## src/rtl/lab_pkg.sv

```systemverilog
package lab_pkg;
  typedef enum logic [1:0] {
    MD_DST = 2'd0,
    MD_COV = 2'd1,
    MD_PRE = 2'd2
  } blend_mode_e;

  localparam int unsigned CTRL_EN_BIT = 0;
  localparam int unsigned COMP_LO     = 12;
  localparam int unsigned PMUL_BIT    = 14;
  localparam int unsigned PALPHA_LO   = 16;
  localparam int unsigned ALPHA_W     = 8;

  localparam logic [1:0] COMP_PIXEL = 2'd3;
  localparam logic [1:0] COMP_PLANE = 2'd2;
endpackage

```

## src/rtl/lab_cfg_regs.sv

```systemverilog
module lab_cfg_regs
  import lab_pkg::*;
#(
  parameter logic [31:0] LUT_INIT = 32'hffaa5500
) (
  input  logic               clk_i,
  input  logic               rst_ni,
  input  logic               we_i,
  input  logic               sel_i,
  input  logic [31:0]        wdata_i,
  output logic               en_o,
  output logic [1:0]         comp_o,
  output logic               pmul_o,
  output logic [ALPHA_W-1:0] plane_alpha_o,
  output logic [31:0]        lut_o
);
  always_ff @(posedge clk_i or negedge rst_ni) begin
    if (!rst_ni) begin
      en_o          <= 1'b0;
      comp_o        <= '0;
      pmul_o        <= 1'b0;
      plane_alpha_o <= '0;
      lut_o         <= LUT_INIT;
    end else if (we_i) begin
      if (sel_i) begin
        lut_o <= wdata_i;
      end else begin
        en_o          <= wdata_i[CTRL_EN_BIT];
        comp_o        <= wdata_i[COMP_LO+:2];
        pmul_o        <= wdata_i[PMUL_BIT];
        plane_alpha_o <= wdata_i[PALPHA_LO+:ALPHA_W];
      end
    end
  end


  lut_write_chk: assert property (@(posedge clk_i) disable iff (!rst_ni)
    (we_i && sel_i) |=> (lut_o == $past(wdata_i)));
endmodule

```

## src/rtl/lab_alpha_sel.sv

```systemverilog
module lab_alpha_sel
  import lab_pkg::*;
(
  input  logic               en_i,
  input  logic [1:0]         comp_i,
  input  logic               pmul_i,
  input  logic [ALPHA_W-1:0] plane_alpha_i,
  input  logic [31:0]        lut_i,
  input  logic [1:0]         fmt_i,
  input  logic [ALPHA_W-1:0] pix_alpha_i,
  output logic [ALPHA_W-1:0] alpha_o,
  output blend_mode_e        mode_o
);
  logic [ALPHA_W-1:0] pix_exp;

  always_comb begin
    unique case (fmt_i)
      2'd0:    pix_exp = '1;
      2'd1:    pix_exp = pix_alpha_i[0] ? lut_i[31:24] : lut_i[7:0];
      2'd2:    pix_exp = lut_i[8*pix_alpha_i[1:0]+:8];
      default: pix_exp = pix_alpha_i;
    endcase
  end

  always_comb begin
    alpha_o = '1;
    mode_o  = MD_COV;
    if (!en_i) begin
      mode_o = MD_DST;
    end else if (comp_i == COMP_PIXEL) begin
      alpha_o = pix_exp;
      mode_o  = pmul_i ? MD_PRE : MD_COV;
    end else if (comp_i == COMP_PLANE) begin
      alpha_o = plane_alpha_i;
    end
  end
endmodule

```

## src/rtl/lab_blend_chan.sv

```systemverilog
module lab_blend_chan
  import lab_pkg::*;
#(
  parameter int unsigned CH_W = 8
) (
  input  blend_mode_e        mode_i,
  input  logic [ALPHA_W-1:0] alpha_i,
  input  logic [CH_W-1:0]    src_i,
  input  logic [CH_W-1:0]    dst_i,
  output logic [CH_W-1:0]    pix_o
);
  localparam int unsigned PW = CH_W + 2 * ALPHA_W;
  localparam logic [PW-1:0] MAXV = PW'((1 << CH_W) - 1);

  logic [PW-1:0] a_w, ia_w, s_w, d_w, cov_w, bg_w, pre_w;

  always_comb begin
    a_w   = PW'(alpha_i);
    ia_w  = PW'(8'd255 - alpha_i);
    s_w   = PW'(src_i);
    d_w   = PW'(dst_i);
    cov_w = (a_w * s_w + ia_w * d_w + PW'(127)) / PW'(255);
    bg_w  = (ia_w * d_w + PW'(127)) / PW'(255);
    pre_w = s_w + bg_w;
    if (pre_w > MAXV) pre_w = MAXV;
    unique case (mode_i)
      MD_DST:  pix_o = dst_i;
      MD_PRE:  pix_o = pre_w[CH_W-1:0];
      default: pix_o = cov_w[CH_W-1:0];
    endcase
  end
endmodule

```

## src/rtl/layer_alpha_blend.sv

```systemverilog
module layer_alpha_blend
  import lab_pkg::*;
#(
  parameter int unsigned CH_W     = 8,
  parameter int unsigned NUM_CH   = 3,
  parameter logic [31:0] LUT_INIT = 32'hffaa5500
) (
  input  logic                   clk_i,
  input  logic                   rst_ni,
  input  logic                   cfg_we_i,
  input  logic                   cfg_sel_i,
  input  logic [31:0]            cfg_wdata_i,
  input  logic                   in_valid_i,
  output logic                   in_ready_o,
  input  logic [1:0]             alpha_fmt_i,
  input  logic [7:0]             src_alpha_i,
  input  logic [NUM_CH*CH_W-1:0] src_rgb_i,
  input  logic [NUM_CH*CH_W-1:0] dst_rgb_i,
  output logic                   out_valid_o,
  input  logic                   out_ready_i,
  output logic [NUM_CH*CH_W-1:0] out_rgb_o
);
  localparam int unsigned PIX_W = NUM_CH * CH_W;

  logic               en_q, pmul_q;
  logic [1:0]         comp_q;
  logic [ALPHA_W-1:0] palpha_q;
  logic [31:0]        lut_q;

  lab_cfg_regs #(.LUT_INIT(LUT_INIT)) u_cfg (
    .clk_i         (clk_i),
    .rst_ni        (rst_ni),
    .we_i          (cfg_we_i),
    .sel_i         (cfg_sel_i),
    .wdata_i       (cfg_wdata_i),
    .en_o          (en_q),
    .comp_o        (comp_q),
    .pmul_o        (pmul_q),
    .plane_alpha_o (palpha_q),
    .lut_o         (lut_q)
  );

  logic [ALPHA_W-1:0] sel_alpha;
  blend_mode_e        sel_mode;

  lab_alpha_sel u_sel (
    .en_i          (en_q),
    .comp_i        (comp_q),
    .pmul_i        (pmul_q),
    .plane_alpha_i (palpha_q),
    .lut_i         (lut_q),
    .fmt_i         (alpha_fmt_i),
    .pix_alpha_i   (src_alpha_i),
    .alpha_o       (sel_alpha),
    .mode_o        (sel_mode)
  );

  // whole pipeline advances only when downstream is ready
  logic advance;
  assign advance    = out_ready_i;
  assign in_ready_o = advance;

  logic               s1_valid;
  blend_mode_e        s1_mode;
  logic [ALPHA_W-1:0] s1_alpha;
  logic [PIX_W-1:0]   s1_src, s1_dst;

  always_ff @(posedge clk_i or negedge rst_ni) begin
    if (!rst_ni) begin
      s1_valid <= 1'b0;
      s1_mode  <= MD_DST;
      s1_alpha <= '0;
      s1_src   <= '0;
      s1_dst   <= '0;
    end else if (advance) begin
      s1_valid <= in_valid_i;
      if (in_valid_i) begin
        s1_mode  <= sel_mode;
        s1_alpha <= sel_alpha;
        s1_src   <= src_rgb_i;
        s1_dst   <= dst_rgb_i;
      end
    end
  end

  logic [PIX_W-1:0] blend_rgb;

  for (genvar c = 0; c < NUM_CH; c++) begin : g_ch
    lab_blend_chan #(.CH_W(CH_W)) u_chan (
      .mode_i  (s1_mode),
      .alpha_i (s1_alpha),
      .src_i   (s1_src[c*CH_W+:CH_W]),
      .dst_i   (s1_dst[c*CH_W+:CH_W]),
      .pix_o   (blend_rgb[c*CH_W+:CH_W])
    );


    premul_nowrap_chk: assert property (@(posedge clk_i) disable iff (!rst_ni)
      (advance && s1_valid && s1_mode == MD_PRE) |=>
        (out_rgb_o[c*CH_W+:CH_W] >= $past(s1_src[c*CH_W+:CH_W])));
  end

  always_ff @(posedge clk_i or negedge rst_ni) begin
    if (!rst_ni) begin
      out_valid_o <= 1'b0;
      out_rgb_o   <= '0;
    end else if (advance) begin
      out_valid_o <= s1_valid;
      if (s1_valid) out_rgb_o <= blend_rgb;
    end
  end


  stall_hold_chk: assert property (@(posedge clk_i) disable iff (!rst_ni)
    (out_valid_o && !out_ready_i) |=> (out_valid_o && $stable(out_rgb_o)));


  disabled_pass_chk: assert property (@(posedge clk_i) disable iff (!rst_ni)
    (in_valid_i && in_ready_o && !en_q) |=> (s1_mode == MD_DST));


  plane_alpha_chk: assert property (@(posedge clk_i) disable iff (!rst_ni)
    (in_valid_i && in_ready_o && en_q && comp_q == COMP_PLANE) |=>
      (s1_alpha == $past(palpha_q) && s1_mode == MD_COV));


  latency_chk: assert property (@(posedge clk_i) disable iff (!rst_ni)
    (s1_valid && advance) |=> out_valid_o);
endmodule

```

## config.mk

```make
export PLATFORM = sky130hd
export DESIGN_NAME = layer_alpha_blend
export DESIGN_NICKNAME = d
export VERILOG_FILES = /design/src/rtl/lab_pkg.sv /design/src/rtl/lab_cfg_regs.sv /design/src/rtl/lab_alpha_sel.sv /design/src/rtl/lab_blend_chan.sv /design/src/rtl/layer_alpha_blend.sv
export SDC_FILE = /design/constraint.sdc
export NUM_CORES = 2
export LEC_CHECK = 0
export ABC_AREA = 1
export CAP_MARGIN = 20
export CELL_PAD_IN_SITES_DETAIL_PLACEMENT = 0
export CELL_PAD_IN_SITES_GLOBAL_PLACEMENT = 1
export CORE_UTILIZATION = 30
export CTS_CLUSTER_DIAMETER = 40
export DETAILED_ROUTE_END_ITERATION = 8
export DONT_BUFFER_PORTS = 1
export PLACE_DENSITY_LB_ADDON = 0.25
export SETUP_SLACK_MARGIN = 0.3
export SYNTH_ARGS = -nofsm -noshare
export SYNTH_HDL_FRONTEND = slang
export SYNTH_SLANG_ARGS = --single-unit
```

## constraint.sdc

```tcl
create_clock -name clk_i -period 17.05 [get_ports clk_i]
set_input_delay 1.705 -clock clk_i [delete_from_list [all_inputs] [get_ports clk_i]]
set_output_delay 1.705 -clock clk_i [all_outputs]
set_load 0.01 [all_outputs]
```

==> flow_summary_export.csv <==
group,metric,value,unit
outcome,outcome,"finished clean",
sta,max_freq,65.5,MHz
finish,area_growth,6.54,%
setup_path,reg2reg_from,"s1_alpha[0]$_DFFE_PN0P_",
logic_synthesis,synth_top_cell_area_share,16.7,%
setup_path,rr_endpoint,"out_rgb_o[8]$_DFFE_PN0P_",
floorplan,die_w,362,um
sta,slew_headroom,43.6,%
sta,setup_viol,0,
route,num_vias,36100,
clocking,cts.sinks,128,
logic_synthesis,synth_seq_cells,128,
finish,fin_nets,6747,
hold_path,whs_endpoint,"u_cfg.lut_o[22]$_DFFE_PN0P_",
setup_path,crit_fanout,16,
grt,antenna_found_initial,17,
clocking,cts_made_buffers,17,
place,place.gp.congestion,0.824,
grt,overflow,0,
clocking,cts_hold_buf,0,
logic_synthesis,synth_warnings,0,
setup_path,worstPathRequired,17.40,ns
logic_synthesis,ys_seq_area_share,8.30,%
clocking,clkTransAtPathRegs,0.07,ns
grt,grt_max_degree,129,
logic_synthesis,synth_cell_type_count,81,
logic_synthesis,netlist_instances,6128,
finish,finish.utilization,32.3,%
hold_path,hold_depth,2,
grt,grt_pass1_vias,35400,
sta,setup-tns-final,0,ns
logic_synthesis,synth_ff_type,"dfrtp_1",
clocking,cts_root_buf,"clkbuf_16",
logic_synthesis,ys_top_cells_by_area,"nand2_1 (17%), fa_1 (14%), inv_1 (11%)",
grt,grt_pass1_wl,187,mm
sta,hold_viol,0,
setup_path,cp_data_arrival_time,15.62,ns
floorplan,num_rows,131,
setup_path,reg2reg_slack,1.77,ns
sta,finalWorstSetupSlack,1.77,ns
clocking,htreeDepth,4,
setup_path,end_kind,"flop",
clocking,tritoncts,"yes",
route,wl,115,mm
run,cap_violations,0,
route,via_per_inst,4.62,
setup_path,crit_type,"flop to flop",
floorplan,die_area,131000,um^2
sta,drv_slew,0,
finish,final_area,41400,um^2
sta,rsz0062_at_grt,"false",
setup_path,crit_slowest_cell,"dfrtp_2",
place,pre_cts_slack,1.28,ns
route,first_pass_iters,5,
floorplan,num_io_pins,122,
sta,post-route-period-util,89.6,%
finish,drive_above_1_share,13.4,%
clocking,cts_buffer_depth,2,
place,io_buffers,0,
floorplan,floorplan.initialDensity,30.3,%
hold_path,min_path_type,"flop to flop",
setup_path,worstRegToRegCells,93,
logic_synthesis,async_flop_share,100,%
route,wl_per_cell,14.7,um
setup_path,max_stage_delay,0.60,ns
sta,clock_skew,0.0150,ns
floorplan,fp.dieH,362,um
logic_synthesis,yosysTopAreaCell,"nand2_1",
setup_path,crit_top_cell,"nand2_1",
grt,grt.total_usage,17.6,%
route,drt_iter0_markers,2044,
clocking,insertion_delay,0.47,ns
logic_synthesis,synth-edff-count,0,
logic_synthesis,netlist_area,38800,um^2
logic_synthesis,syn_nets,6809,
sta,max_slew.worst_pin.slew,0.841,ns
place,placed_area,40700,um^2
place,hpwl,97.0,mm
logic_synthesis,syn_area_per_cell,6.34,um^2
sta,fin_crit,15.28,ns
route,ant_nets,0,
route,drc,0,
hold_path,min_from,"u_cfg.lut_o[22]$_DFFE_PN0P_",
setup_path,critPathLaunchType,"flop",
floorplan,fp.coreArea,128000,um^2
[logic make-up (layout without fill, tap and decap cells)]
kind of cell,Yosys count,after routing,share of synthesized area [%]
other,0,8,0
xor gates and xnor gates,160,160,3.86
buffers and inverters,1308,1259,13.0
DFF,128,128,8.30
adders and majority gates,585,585,24.1
and+or+nand+nor,3325,3325,41.0
AOI/OAI and AO/OA,604,604,9.19
muxes,18,18,0.522
[layout by cell type (no fill, tap or decap), types with 9 or more instances in the layout]
master     count
xor2_1       117
mux2_2        18
a21oi_1      167
o21bai_1      18
nand2_4       59
xnor2_1       32
nor2_4        38
ha_1         312
nand3_1      384
a31oi_1       24
nor3_1        38
a22oi_1       17
nand3_4       16
nand3_2      103
fa_1         273
nor2_2       111
o21ai_2       21
inv_2         73
o211ai_1      18
a21oi_2       10
nor2_1       482
clkbuf_16     18
nand2_1     1730
inv_1       1106
o21a_1         9
xor2_2         9
dfstp_2       16
buf_4         18
nand4_1       67
o21ai_0      193
clkinv_1      14
dfrtp_1      106
nand2_2      231
nand3b_1      27
o21ai_1       74
[area by class of cell]
| type | instances | area [um^2] |
|---|---|---|
| repair buffers | 21 | 186 |
| flip-flops and latches | 128 | 3230 |
| clock buffers | 20 | 447 |
| inverters | 1206 | 4600 |
| multi-input cells | 4692 | 30600 |
| diodes | 8 | 20.0 |
| clock inverters | 12 | 156 |
| well taps | 1729 | 2160 |
| fillers | 14300 | 86600 |
[synthesized netlist by cell type, types with 21 or more instances]
library cell and count:
nor2_4 38, xnor2_1 32, nand2_1 1731, nand2_4 59, o21ai_2 21, nand4_1 67
o21ai_0 193, nor2_1 485, nand3b_1 27, fa_1 273, a31oi_1 24, clkbuf_1 78
nand3_1 384, inv_1 1107, nor2_2 108, nor3_1 38, a21oi_1 167, inv_2 72
xor2_1 118, nand3_2 103, nand2_2 230, ha_1 312, o21ai_1 74, dfrtp_1 112
[what timing repair did]
action	CTS	global route
buffers inserted	0	1
resized for setup	0	7
endpoints found under the setup margin	0	8
[worst max path at each step]
stage | slack, ns | from | endpoint | cells past startpoint
finish | 1.77 | s1_alpha[0]$_DFFE_PN0P_ | out_rgb_o[8]$_DFFE_PN0P_ | 93
global route | 0.36 | s1_alpha[0]$_DFFE_PN0P_ | out_rgb_o[8]$_DFFE_PN0P_ | 91
CTS | 1.24 | s1_alpha[2]$_DFFE_PN0P_ | out_rgb_o[8]$_DFFE_PN0P_ | 91
detailed placement | 1.28 | s1_alpha[2]$_DFFE_PN0P_ | out_rgb_o[8]$_DFFE_PN0P_ | 90
global placement | 1.36 | s1_alpha[2]$_DFFE_PN0P_ | out_rgb_o[8]$_DFFE_PN0P_ | 91
floorplan | 3.79 | s1_alpha[1]$_DFFE_PN0P_ | out_rgb_o[8]$_DFFE_PN0P_ | 89
[registers in the layout, summed over array words and instances, names as in the netlist]
register and flops:
s1_src 24, s1_valid 1, u_cfg.lut_o 32, out_rgb_o 24
s1_alpha 8, s1_mode 2, u_cfg.comp_o 2, out_valid_o 1
u_cfg.en_o 1, u_cfg.plane_alpha_o 8, u_cfg.pmul_o 1, s1_dst 24
[per-stage QoR]
step           std cells  hold WS (ns)
6_report            7816         0.484
5_1_grt             7812         0.510
4_1_cts             7807         0.485
3_5_place_dp        7775         0.468
3_3_place_gp        7775         0.462
2_1_floorplan       6128         0.448
[metal layers]
layer / wire, um / vias up / global-route usage (%)
met5: 102 / - / 0
met3: 6460 / 81 / 3.71
li1: - / 18900 / -
met4: 1650 / 16 / 3.15
met2: 51600 / 515 / 29.0
met1: 55000 / 16700 / 23.7
[critical path, delay by kind of cell, from the launching register on]
kind	cells	cell delay [ns]
compound gates	5	0.71
xor+xnor	2	0.62
fa+ha+maj	12	5.07
buf+inv	13	1.06
flops	1	0.60
simple gates	61	7.06
Power is left out: the tool's default activity adds up to more than one toggle a clock period on the data nets, which glitch-free logic cannot reach.
